==> src/rtl/tds_pkg.sv <==
package tds_pkg;
  typedef enum logic [2:0] {
    PH_IDLE,
    PH_DELAY,
    PH_UP,
    PH_TOP,
    PH_DOWN,
    PH_REST
  } phase_e;
endpackage

==> src/rtl/tds_tick_gen.sv <==
module tds_tick_gen #(
  parameter int BASE_DIV = 50,
  parameter int SYNC_DIV = 32,
  parameter int EXP_W    = 3
) (
  input  logic             clk,
  input  logic             rst,
  input  logic             run,
  input  logic             ext_sel,
  input  logic             sync_in,
  input  logic [EXP_W-1:0] step_exp,
  output logic             step_tick
);
  localparam int MAXDIV = (BASE_DIV > SYNC_DIV) ? BASE_DIV : SYNC_DIV;
  localparam int DIV_W  = $clog2(MAXDIV + 1);
  localparam int SCL_W  = (1 << EXP_W) - 1;

  logic [2:0]       sync_sh;
  logic             base_evt;
  logic             base_wrap;
  logic [DIV_W-1:0] div_cnt;
  logic [DIV_W-1:0] div_last;
  logic [SCL_W-1:0] scl_cnt;
  logic [SCL_W-1:0] scl_last;

  always_ff @(posedge clk) begin
    if (rst) sync_sh <= '0;
    else     sync_sh <= {sync_sh[1:0], sync_in};
  end

  always_comb begin
    base_evt  = ext_sel ? (sync_sh[1] & ~sync_sh[2]) : 1'b1;
    div_last  = ext_sel ? DIV_W'(SYNC_DIV - 1) : DIV_W'(BASE_DIV - 1);
    scl_last  = SCL_W'((32'd1 << step_exp) - 32'd1);
    base_wrap = base_evt && (div_cnt == div_last);
    step_tick = run && base_wrap && (scl_cnt == scl_last);
  end

  always_ff @(posedge clk) begin
    if (rst || !run) begin
      div_cnt <= '0;
      scl_cnt <= '0;
    end else if (base_evt) begin
      if (base_wrap) begin
        div_cnt <= '0;
        scl_cnt <= (scl_cnt == scl_last) ? '0 : scl_cnt + SCL_W'(1);
      end else begin
        div_cnt <= div_cnt + DIV_W'(1);
      end
    end
  end

  generate
    if (BASE_DIV > 1) begin : g_gap_chk
      // with the internal base, two steps never fall on adjacent clocks
      p_tick_gap_r2: assert property (@(posedge clk) disable iff (rst)
        (step_tick && !ext_sel) |=> (ext_sel || !step_tick));
    end
  endgenerate
endmodule

==> src/rtl/tds_phase_seq.sv <==
module tds_phase_seq
  import tds_pkg::*;
#(
  parameter int CODE_W = 5,
  parameter int CNT_W  = 8,
  parameter int EXP_W  = 3
) (
  input  logic              clk,
  input  logic              rst,
  input  logic              en,
  input  logic              step_tick,
  input  logic [EXP_W-1:0]  step_exp,
  input  logic [CODE_W-1:0] lvl_lo,
  input  logic [CODE_W-1:0] lvl_hi,
  input  logic [CNT_W-1:0]  n_delay,
  input  logic [CNT_W-1:0]  n_rise,
  input  logic [CNT_W-1:0]  n_high,
  input  logic [CNT_W-1:0]  n_fall,
  input  logic [CNT_W-1:0]  n_low,
  output logic              running,
  output logic [CODE_W-1:0] code
);
  localparam int LEN_W = CNT_W + 1;

  phase_e            phase_q;
  logic [CODE_W-1:0] code_q;
  logic [LEN_W-1:0]  left_q;

  logic [LEN_W-1:0]  r_eff, f_eff, hold_r, hold_f;
  logic [LEN_W-1:0]  dly_len, top_len, rest_len;
  logic              exp_zero, ramp_ok;
  phase_e            up_ph, dn_ph;
  logic [CODE_W-1:0] up_code, dn_code;
  logic [LEN_W-1:0]  up_len, dn_len;

  always_comb begin
    r_eff    = (n_rise < CNT_W'(2)) ? LEN_W'(2) : LEN_W'(n_rise);
    f_eff    = (n_fall < CNT_W'(2)) ? LEN_W'(2) : LEN_W'(n_fall);
    exp_zero = (step_exp == '0);
    hold_r   = exp_zero ? r_eff : r_eff - LEN_W'(1);
    hold_f   = exp_zero ? f_eff : f_eff - LEN_W'(1);

    if (n_delay == '0)  dly_len = '0;
    else if (exp_zero)  dly_len = LEN_W'(n_delay) + r_eff;
    else                dly_len = LEN_W'(n_delay) + r_eff - LEN_W'(2);

    if (exp_zero) top_len = (n_high == '0) ? LEN_W'(1) : LEN_W'(n_high) + f_eff;
    else          top_len = (n_high <= CNT_W'(1)) ? f_eff - LEN_W'(1)
                                                  : LEN_W'(n_high) + f_eff - LEN_W'(2);
    if (exp_zero) rest_len = (n_low == '0) ? LEN_W'(1) : LEN_W'(n_low) + r_eff;
    else          rest_len = (n_low <= CNT_W'(1)) ? r_eff - LEN_W'(1)
                                                  : LEN_W'(n_low) + r_eff - LEN_W'(2);

    ramp_ok = {1'b0, lvl_hi} > ({1'b0, lvl_lo} + (CODE_W+1)'(1));

    // entry into the ramp up, or straight to the plateau when there is no ramp
    up_ph   = ramp_ok ? PH_UP : PH_TOP;
    up_code = ramp_ok ? lvl_lo + CODE_W'(1) : lvl_hi;
    up_len  = ramp_ok ? hold_r : top_len;
    // entry into the ramp down, or straight to the rest
    dn_ph   = ramp_ok ? PH_DOWN : PH_REST;
    dn_code = ramp_ok ? lvl_hi - CODE_W'(1) : lvl_lo;
    dn_len  = ramp_ok ? hold_f : rest_len;
  end

  always_ff @(posedge clk) begin
    if (rst || !en) begin
      phase_q <= PH_IDLE;
      code_q  <= '0;
      left_q  <= '0;
    end else if (phase_q == PH_IDLE) begin
      if (dly_len != '0) begin
        phase_q <= PH_DELAY;
        code_q  <= lvl_lo;
        left_q  <= dly_len;
      end else begin
        phase_q <= up_ph;
        code_q  <= up_code;
        left_q  <= up_len;
      end
    end else if (step_tick) begin
      if (left_q > LEN_W'(1)) begin
        left_q <= left_q - LEN_W'(1);
      end else begin
        unique case (phase_q)
          PH_DELAY, PH_REST: begin
            phase_q <= up_ph;
            code_q  <= up_code;
            left_q  <= up_len;
          end
          PH_UP: begin
            if (code_q + CODE_W'(1) == lvl_hi) begin
              phase_q <= PH_TOP;
              code_q  <= lvl_hi;
              left_q  <= top_len;
            end else begin
              code_q  <= code_q + CODE_W'(1);
              left_q  <= hold_r;
            end
          end
          PH_TOP: begin
            phase_q <= dn_ph;
            code_q  <= dn_code;
            left_q  <= dn_len;
          end
          PH_DOWN: begin
            if (code_q - CODE_W'(1) == lvl_lo) begin
              phase_q <= PH_REST;
              code_q  <= lvl_lo;
              left_q  <= rest_len;
            end else begin
              code_q  <= code_q - CODE_W'(1);
              left_q  <= hold_f;
            end
          end
          default: phase_q <= PH_IDLE;
        endcase
      end
    end
  end

  assign running = (phase_q != PH_IDLE);
  assign code    = code_q;

  // on the ramp up the code never moves by more than one level per update
  p_ramp_unit_r5: assert property (@(posedge clk) disable iff (rst)
    (phase_q == PH_UP) |=> (phase_q != PH_UP || code_q == $past(code_q) ||
                            code_q == $past(code_q) + CODE_W'(1)));

  // while running, the code only moves on a time-step boundary
  p_step_only_r2: assert property (@(posedge clk) disable iff (rst)
    (en && phase_q != PH_IDLE && !step_tick) |=> $stable(code_q));
endmodule

==> src/rtl/trap_dim_seq.sv <==
module trap_dim_seq #(
  parameter int CODE_W   = 5,
  parameter int CNT_W    = 8,
  parameter int EXP_W    = 3,
  parameter int BASE_DIV = 50,
  parameter int SYNC_DIV = 32
) (
  input  logic              clk,
  input  logic              rst,
  input  logic              wave_en,
  input  logic              ext_sel,
  input  logic              sync_in,
  input  logic [EXP_W-1:0]  step_exp,
  input  logic [CODE_W-1:0] lvl_lo,
  input  logic [CODE_W-1:0] lvl_hi,
  input  logic [CNT_W-1:0]  cnt_delay,
  input  logic [CNT_W-1:0]  cnt_rise,
  input  logic [CNT_W-1:0]  cnt_high,
  input  logic [CNT_W-1:0]  cnt_fall,
  input  logic [CNT_W-1:0]  cnt_low,
  output logic [CODE_W-1:0] code_out
);
  logic running;
  logic step_tick;
  logic [CODE_W-1:0] lo_b, hi_b;

  tds_tick_gen #(
    .BASE_DIV (BASE_DIV),
    .SYNC_DIV (SYNC_DIV),
    .EXP_W    (EXP_W)
  ) u_tick (
    .clk       (clk),
    .rst       (rst),
    .run       (running),
    .ext_sel   (ext_sel),
    .sync_in   (sync_in),
    .step_exp  (step_exp),
    .step_tick (step_tick)
  );

  tds_phase_seq #(
    .CODE_W (CODE_W),
    .CNT_W  (CNT_W),
    .EXP_W  (EXP_W)
  ) u_seq (
    .clk       (clk),
    .rst       (rst),
    .en        (wave_en),
    .step_tick (step_tick),
    .step_exp  (step_exp),
    .lvl_lo    (lvl_lo),
    .lvl_hi    (lvl_hi),
    .n_delay   (cnt_delay),
    .n_rise    (cnt_rise),
    .n_high    (cnt_high),
    .n_fall    (cnt_fall),
    .n_low     (cnt_low),
    .running   (running),
    .code      (code_out)
  );

  assign lo_b = (lvl_lo < lvl_hi) ? lvl_lo : lvl_hi;
  assign hi_b = (lvl_lo < lvl_hi) ? lvl_hi : lvl_lo;

  // a low enable clears the code on the next edge
  p_idle_zero_r10: assert property (@(posedge clk) disable iff (rst)
    !wave_en |=> (code_out == '0));

  // while enabled, the code stays inside the programmed band
  p_in_band_r5: assert property (@(posedge clk) disable iff (rst)
    (wave_en && $stable(lvl_lo) && $stable(lvl_hi)) |=>
      (!wave_en || (code_out >= lo_b && code_out <= hi_b)));
endmodule

==> config.mk <==
export PLATFORM = sky130hd
export DESIGN_NAME = trap_dim_seq
export DESIGN_NICKNAME = d
export VERILOG_FILES = /design/src/rtl/tds_pkg.sv /design/src/rtl/tds_tick_gen.sv /design/src/rtl/tds_phase_seq.sv /design/src/rtl/trap_dim_seq.sv
export SDC_FILE = /design/constraint.sdc
export NUM_CORES = 1
export LEC_CHECK = 0
export BUFFER_PORTS_ARGS = -buffer_cell sky130_fd_sc_hd__buf_2
export CORE_MARGIN = 2
export CORE_UTILIZATION = 60
export DETAILED_ROUTE_END_ITERATION = 12
export PLACE_DENSITY = 0.81
export SLEW_MARGIN = 15
export SYNTH_ARGS = -nofsm -noshare
export SYNTH_HDL_FRONTEND = slang
export SYNTH_SLANG_ARGS = --single-unit
==> constraint.sdc <==
create_clock -name clk -period 6.25 [get_ports clk]
set_clock_uncertainty 0.05 [all_clocks]
set_input_delay 0 -clock clk [delete_from_list [all_inputs] [get_ports clk]]
set_output_delay 0 -clock clk [all_outputs]
set_load 0.01 [all_outputs]
* Yosys cells after proc, flatten, opt, wreduce, memory -nomap -nowiden *
Index checks and enable logic that the tools add are counted.

storage, ports and cells
  memories kept = 0
  register bits after elaboration = 33
  ROM bits = 0
  bits in latches = 0
  bits in writable memories = 0
  logic and storage cells = 109
  input port bits = 58

operators by class
  muxes and demuxes = 43
  add/sub/neg operators = 17
  equal/unequal tests = 12
  order comparisons = 6
  divide/modulo/power cells = 0
  multiply operators = 0
  shifts and indexed selects = 1
  reduce and logical (&&, ||, !) cells = 22
  bitwise operators = 2

operators with widths
  kind                 number
  $mux 9               18
  $mux 5               8
  $pmux 9 s4           1
  $add 8x9->9          3
  $sub 9x1->9 const B  3
  $sub 9x2->9 const B  3
  $logic_not 8->1      3
  $pmux 5 s4           1
  $mux 3               6
  $le 8x1->1 const B   2
  $lt 8x2->1 const B   2
  $mux 8               2
  $mux 6               2
  $pmux 3 s4           1
  $add 5x1->5 const B  2
  $eq 5x5->1           2
  $sub 5x1->5 const B  2
  $gt 9x1->1 const B   1
  $reduce_bool 9->1    1
  $add 7x1->7 const B  1
  $eq 7x7->1           1
  $mux 7               1
  $shl 1x3->7 const A  1
  $sub 7x1->7 const B  1
  24 further kinds     35

* Longest topological paths before layout *
  depth in word-level cells = 11
  mapped depth = 19
  gate-level depth less buffers = 18

* Cells and area by module *
Synthesis repeated with hierarchy kept, for this count alone.

second synthesis, totals
  cells, all modules = 860
  area total of the unflattened synthesis = 6,267.3 µm²

by module, submodules not included
  module         cells an instance  instances  seq. area each (µm²)  area an instance (µm²)
  tds_phase_seq  750                1          340.3                 5,287.6
  tds_tick_gen   110                1          320.3                 979.7

* Worst setup path before layout *
No wires, ideal clock.

  kind = input -> register
  start point = input cnt_rise[4]
  end point = register u_seq.phase_q[1]
  setup slack = 2.397 ns
  data required time = 6.097 ns
  arrival = 3.700 ns
  library setup time = 0.103 ns
  stages = 17
  cells stage by stage = buf_4 nor4_2 nand2_1 o21ai_0 inv_1 ha_1 inv_1 fa_1 ha_1 nor2b_1 nand2_1 o22ai_1 o21ai_0 a2111o_1 o31a_1 a22o_1 a2111oi_2

between the ends
  cells in the longest elaborated chain, start to end = 9

RTL lines
  what                  line                                      source
  from (decl)           trap_dim_seq.sv:17                        input logic [CNT_W-1:0] cnt_rise,
  $lt 8x2->1            tds_phase_seq.sv:37                       r_eff = (n_rise < CNT_W'(2)) ? LEN_W'(2) : LEN_W'(n_rise);
  $mux 8 *              tds_phase_seq.sv:37
  $add 8x9->9 *         tds_phase_seq.sv:44, tds_phase_seq.sv:45
  $sub 9x2->9           tds_phase_seq.sv:45                       else dly_len = LEN_W'(n_delay) + r_eff - LEN_W'(2);
  $mux 9 *              tds_phase_seq.sv:44                       else if (exp_zero) dly_len = LEN_W'(n_delay) + r_eff;
  $mux 9 *              tds_phase_seq.sv:43                       if (n_delay == '0) dly_len = '0;
  $reduce_bool 9->1 *   tds_phase_seq.sv:72                       if (dly_len != '0) begin
  $mux 3 *              tds_phase_seq.sv:72
  $mux 3 *              tds_phase_seq.sv:71                       end else if (phase_q == PH_IDLE) begin
  to (signal assigned)  tds_phase_seq.sv:77                       phase_q <= up_ph;
  to (signal assigned)  tds_phase_seq.sv:87                       phase_q <= up_ph;
  to (signal assigned)  tds_phase_seq.sv:102                      phase_q <= dn_ph;
  to (decl)             tds_phase_seq.sv:25                       phase_e phase_q;

Every way passes the cells marked *; elsewhere a longest branch is shown, timed or not.
A chain may end at the register's enable or synchronous reset.

* Worst setup path in the final report *
  start point = input cnt_rise[5]
  end point = register u_seq.phase_q[1]

The elaborated chain is that of the path after synthesis.

==> flow_metrics.tcl <==
set metrics [dict create \
    htree_levels 2 \
    fmax_ghz 0.228 \
    die_y_um 105 \
    syn_inst 878 \
    worstSetupEndpointType "register" \
    ir_drop_mv 0.0976 \
    clk_pin_slew_ns 0.08 \
    top_level_ports 63 \
    grt_remaining_overflow 0 \
    drtPass1Iterations 5 \
    drt-total-wl_um 18400 \
    synth_nets 978 \
    synth_flop_cell "dfxtp_1" \
    cellPowerDensity_nw_per_um2 155 \
    min_path_type "in2reg" \
    cts-buffers-inserted 5 \
    ant_nets 0 \
    period_share 0.703 \
    viasPerCell 6.69 \
    grt_antenna_before_repair 0 \
    required_ns 6.37 \
    postSynth.asyncResetShare 0 \
    postCtsHoldBufs 3 \
    nets 995 \
    critPathMaxFanout 15 \
    outcome "completed" \
    grt_usage 0.331 \
    drv_cap 0 \
    ys_types 83 \
    hold_violations 0 \
    cp.arrival_ns 4.52 \
    setup_viol 0 \
    diodes 0 \
    rows 36 \
    place_congestion 0.984 \
    final_cell_mix "nor2_1 (82), nand2_1 (82), buf_2 (62), o21ai_0 (52), xnor2_1 (45)" \
    clk_latency_ns 0.29 \
    dieArea_um2 11000 \
    synth_seq_cells 33 \
    grt_max_degree 34 \
    yosysWarnings 0 \
    period_minus_slack_ns 4.39 \
    drv_slew 0 \
    cts-root-buf "clkbuf_8" \
    worstSetupPathType "in2reg" \
    synthDominantCellAreaShare 0.108 \
    crit_path_start_kind "input pin" \
    layout-drive-gt1-share 0.117 \
    maxSlewHeadroom 0.388 \
    grt_pass1_vias 6409 \
    wire_per_inst_um 17.9 \
    synth_area_leader_cell "dfxtp_1" \
    worst_pin_slew_ns 0.910 \
    fin_hold_ws_ns 0.111 \
    coreArea_um2 9820 \
    cts_tree "yes" \
    avgSynthCellArea_um2 6.96 \
    cts_setup_buffers 0 \
    area_growth_pct 6.49 \
    cts.sinks 33 \
    nFillCells 913 \
    p_leak_nw 2.51 \
    synth.cell_area_um2 6110 \
    drc 0 \
    rsz0062_at_grt "false" \
    drt-initial-drc-count 602 \
    cts_max_path_buffers 2 \
    dp_hpwl_um 14500 \
    synth_edf_count 0 \
    initial_core_util 0.622 \
    grt_first_pass_wirelength_um 30600 \
    ys_seq_area_frac 0.108 \
    die-width_um 105 \
    synth_area_leaders "dfxtp_1 (11%), ha_1 (8.0%), xnor2_1 (6.5%)" \
    dr_total_vias 6880 \
    portBuffers 62 \
    tns_ns 0 \
    cts_resized 0 \
]
flip-flops by register name, summed over array words and instances, names as in the netlist, named ones only:
signal          cells
u_tick.div_cnt      6
u_tick.sync_sh      3
u_seq.phase_q       2
u_seq.code          5
u_tick.scl_cnt      7
u_seq.left_q        9
where the power goes:
part / internal (mW) / switching (mW)
registers: 0.221 / 0.0188
clock network: 0.0893 / 0.0843
logic: 0.230 / 0.365
worst max-delay path, cell delays in order:
cell and delay [ns]:
buf_2 0.19, nor4_2 0.38, nand2_1 0.11, o21ai_0 0.43, inv_1 0.13, ha_1 0.25, inv_1 0.08, fa_1 0.49
ha_1 0.33, nor2b_1 0.17, nand2_1 0.07, o22ai_1 0.13, o21ai_0 0.12, a2111o_1 0.42, o31a_1 0.53, a22o_1 0.34
a2111oi_2 0.35
per-layer routing:
metal  track usage  part of all wire
met5             0                 0
met4         0.163             0.045
met3        0.0374             0.077
met2         0.547              0.47
met1         0.427              0.41
area by class of cell:
cell class                 count  area [um2]  area share
sequential                    33         661       0.102
timing repair buffer          69         370      0.0569
inverter                      31         116      0.0179
multi-input combinational    755        5100       0.783
clock buffer                   6        82.6      0.0127
tap                          133         166      0.0256
clock inverter                 2        13.8     0.00212
cells in the mapped netlist (4+ instances only):
library cell  instances
a211o_1               4
a211oi_1             18
a21boi_0              4
a21o_1               11
a21oi_1              43
a221oi_1              6
a2bb2oi_1             6
a31oi_1              11
a32oi_1               4
and2_1               15
and3_1                9
and4_1                4
buf_2                10
clkbuf_1             44
dfxtp_1              33
ha_1                 39
inv_1                31
mux2i_1              12
nand2_1              82
nand2b_1             13
nand3_1              33
nand4_1              13
nor2_1               82
nor2b_1              11
nor3_1               33
nor3b_1               7
nor4_1               10
o2111ai_1             8
o211ai_1              7
o21a_1               13
o21ai_0              52
o21ai_1               5
o221ai_1              9
o22ai_1              13
o311ai_0              8
or2_2                 8
or3_1                10
or4_1                 6
xnor2_1              45
xor2_1               27
worst paths after layout:
| check | to | startpoint | slack [ns] | cells past startpoint |
|---|---|---|---|---|
| setup reg to reg | u_seq.left_q[3]$_SDFFE_PP0P_ | u_seq.code[0]$_SDFFE_PP0P_ | 2.45 | 11 |
| hold reg to reg | u_tick.sync_sh[2]$_SDFF_PP0_ | u_tick.sync_sh[1]$_SDFF_PP0_ | 0.40 | 2 |
| setup / recovery | u_seq.phase_q[1]$_SDFFE_PP0P_ | cnt_rise[5] | 1.86 | 17 |
| hold / removal | u_seq.code[1]$_SDFFE_PP0P_ | lvl_lo[1] | 0.11 | 3 |
kinds of logic after synthesis:
logic type,after synthesis,synth area share
multiplexers,15,0.0252
AO/OA/AOI/OAI,274,0.321
flip-flops,33,0.108
XOR/XNOR,73,0.106
buffers and inverters,90,0.0586
adder cells (fa/ha/maj),43,0.0913
AND/OR/NAND/NOR,350,0.290
stage by stage:
stage | util | power [mW] | std cells | cell area [um2] | setup WS, ns
2_1_floorplan | - | 0.677 | 878 | 6110 | 2.40
3_3_place_gp | 0.650 | 0.804 | 1018 | 6380 | 1.85
3_5_place_dp | 0.650 | 0.820 | 1018 | 6380 | 1.64
4_1_cts | 0.663 | 0.994 | 1029 | 6510 | 1.91
5_1_grt | 0.663 | 1.08 | 1029 | 6510 | 1.53
6_report | 0.663 | 1.01 | 1029 | 6510 | 1.86
No activity file was read; power rests on OpenSTA's default activity.
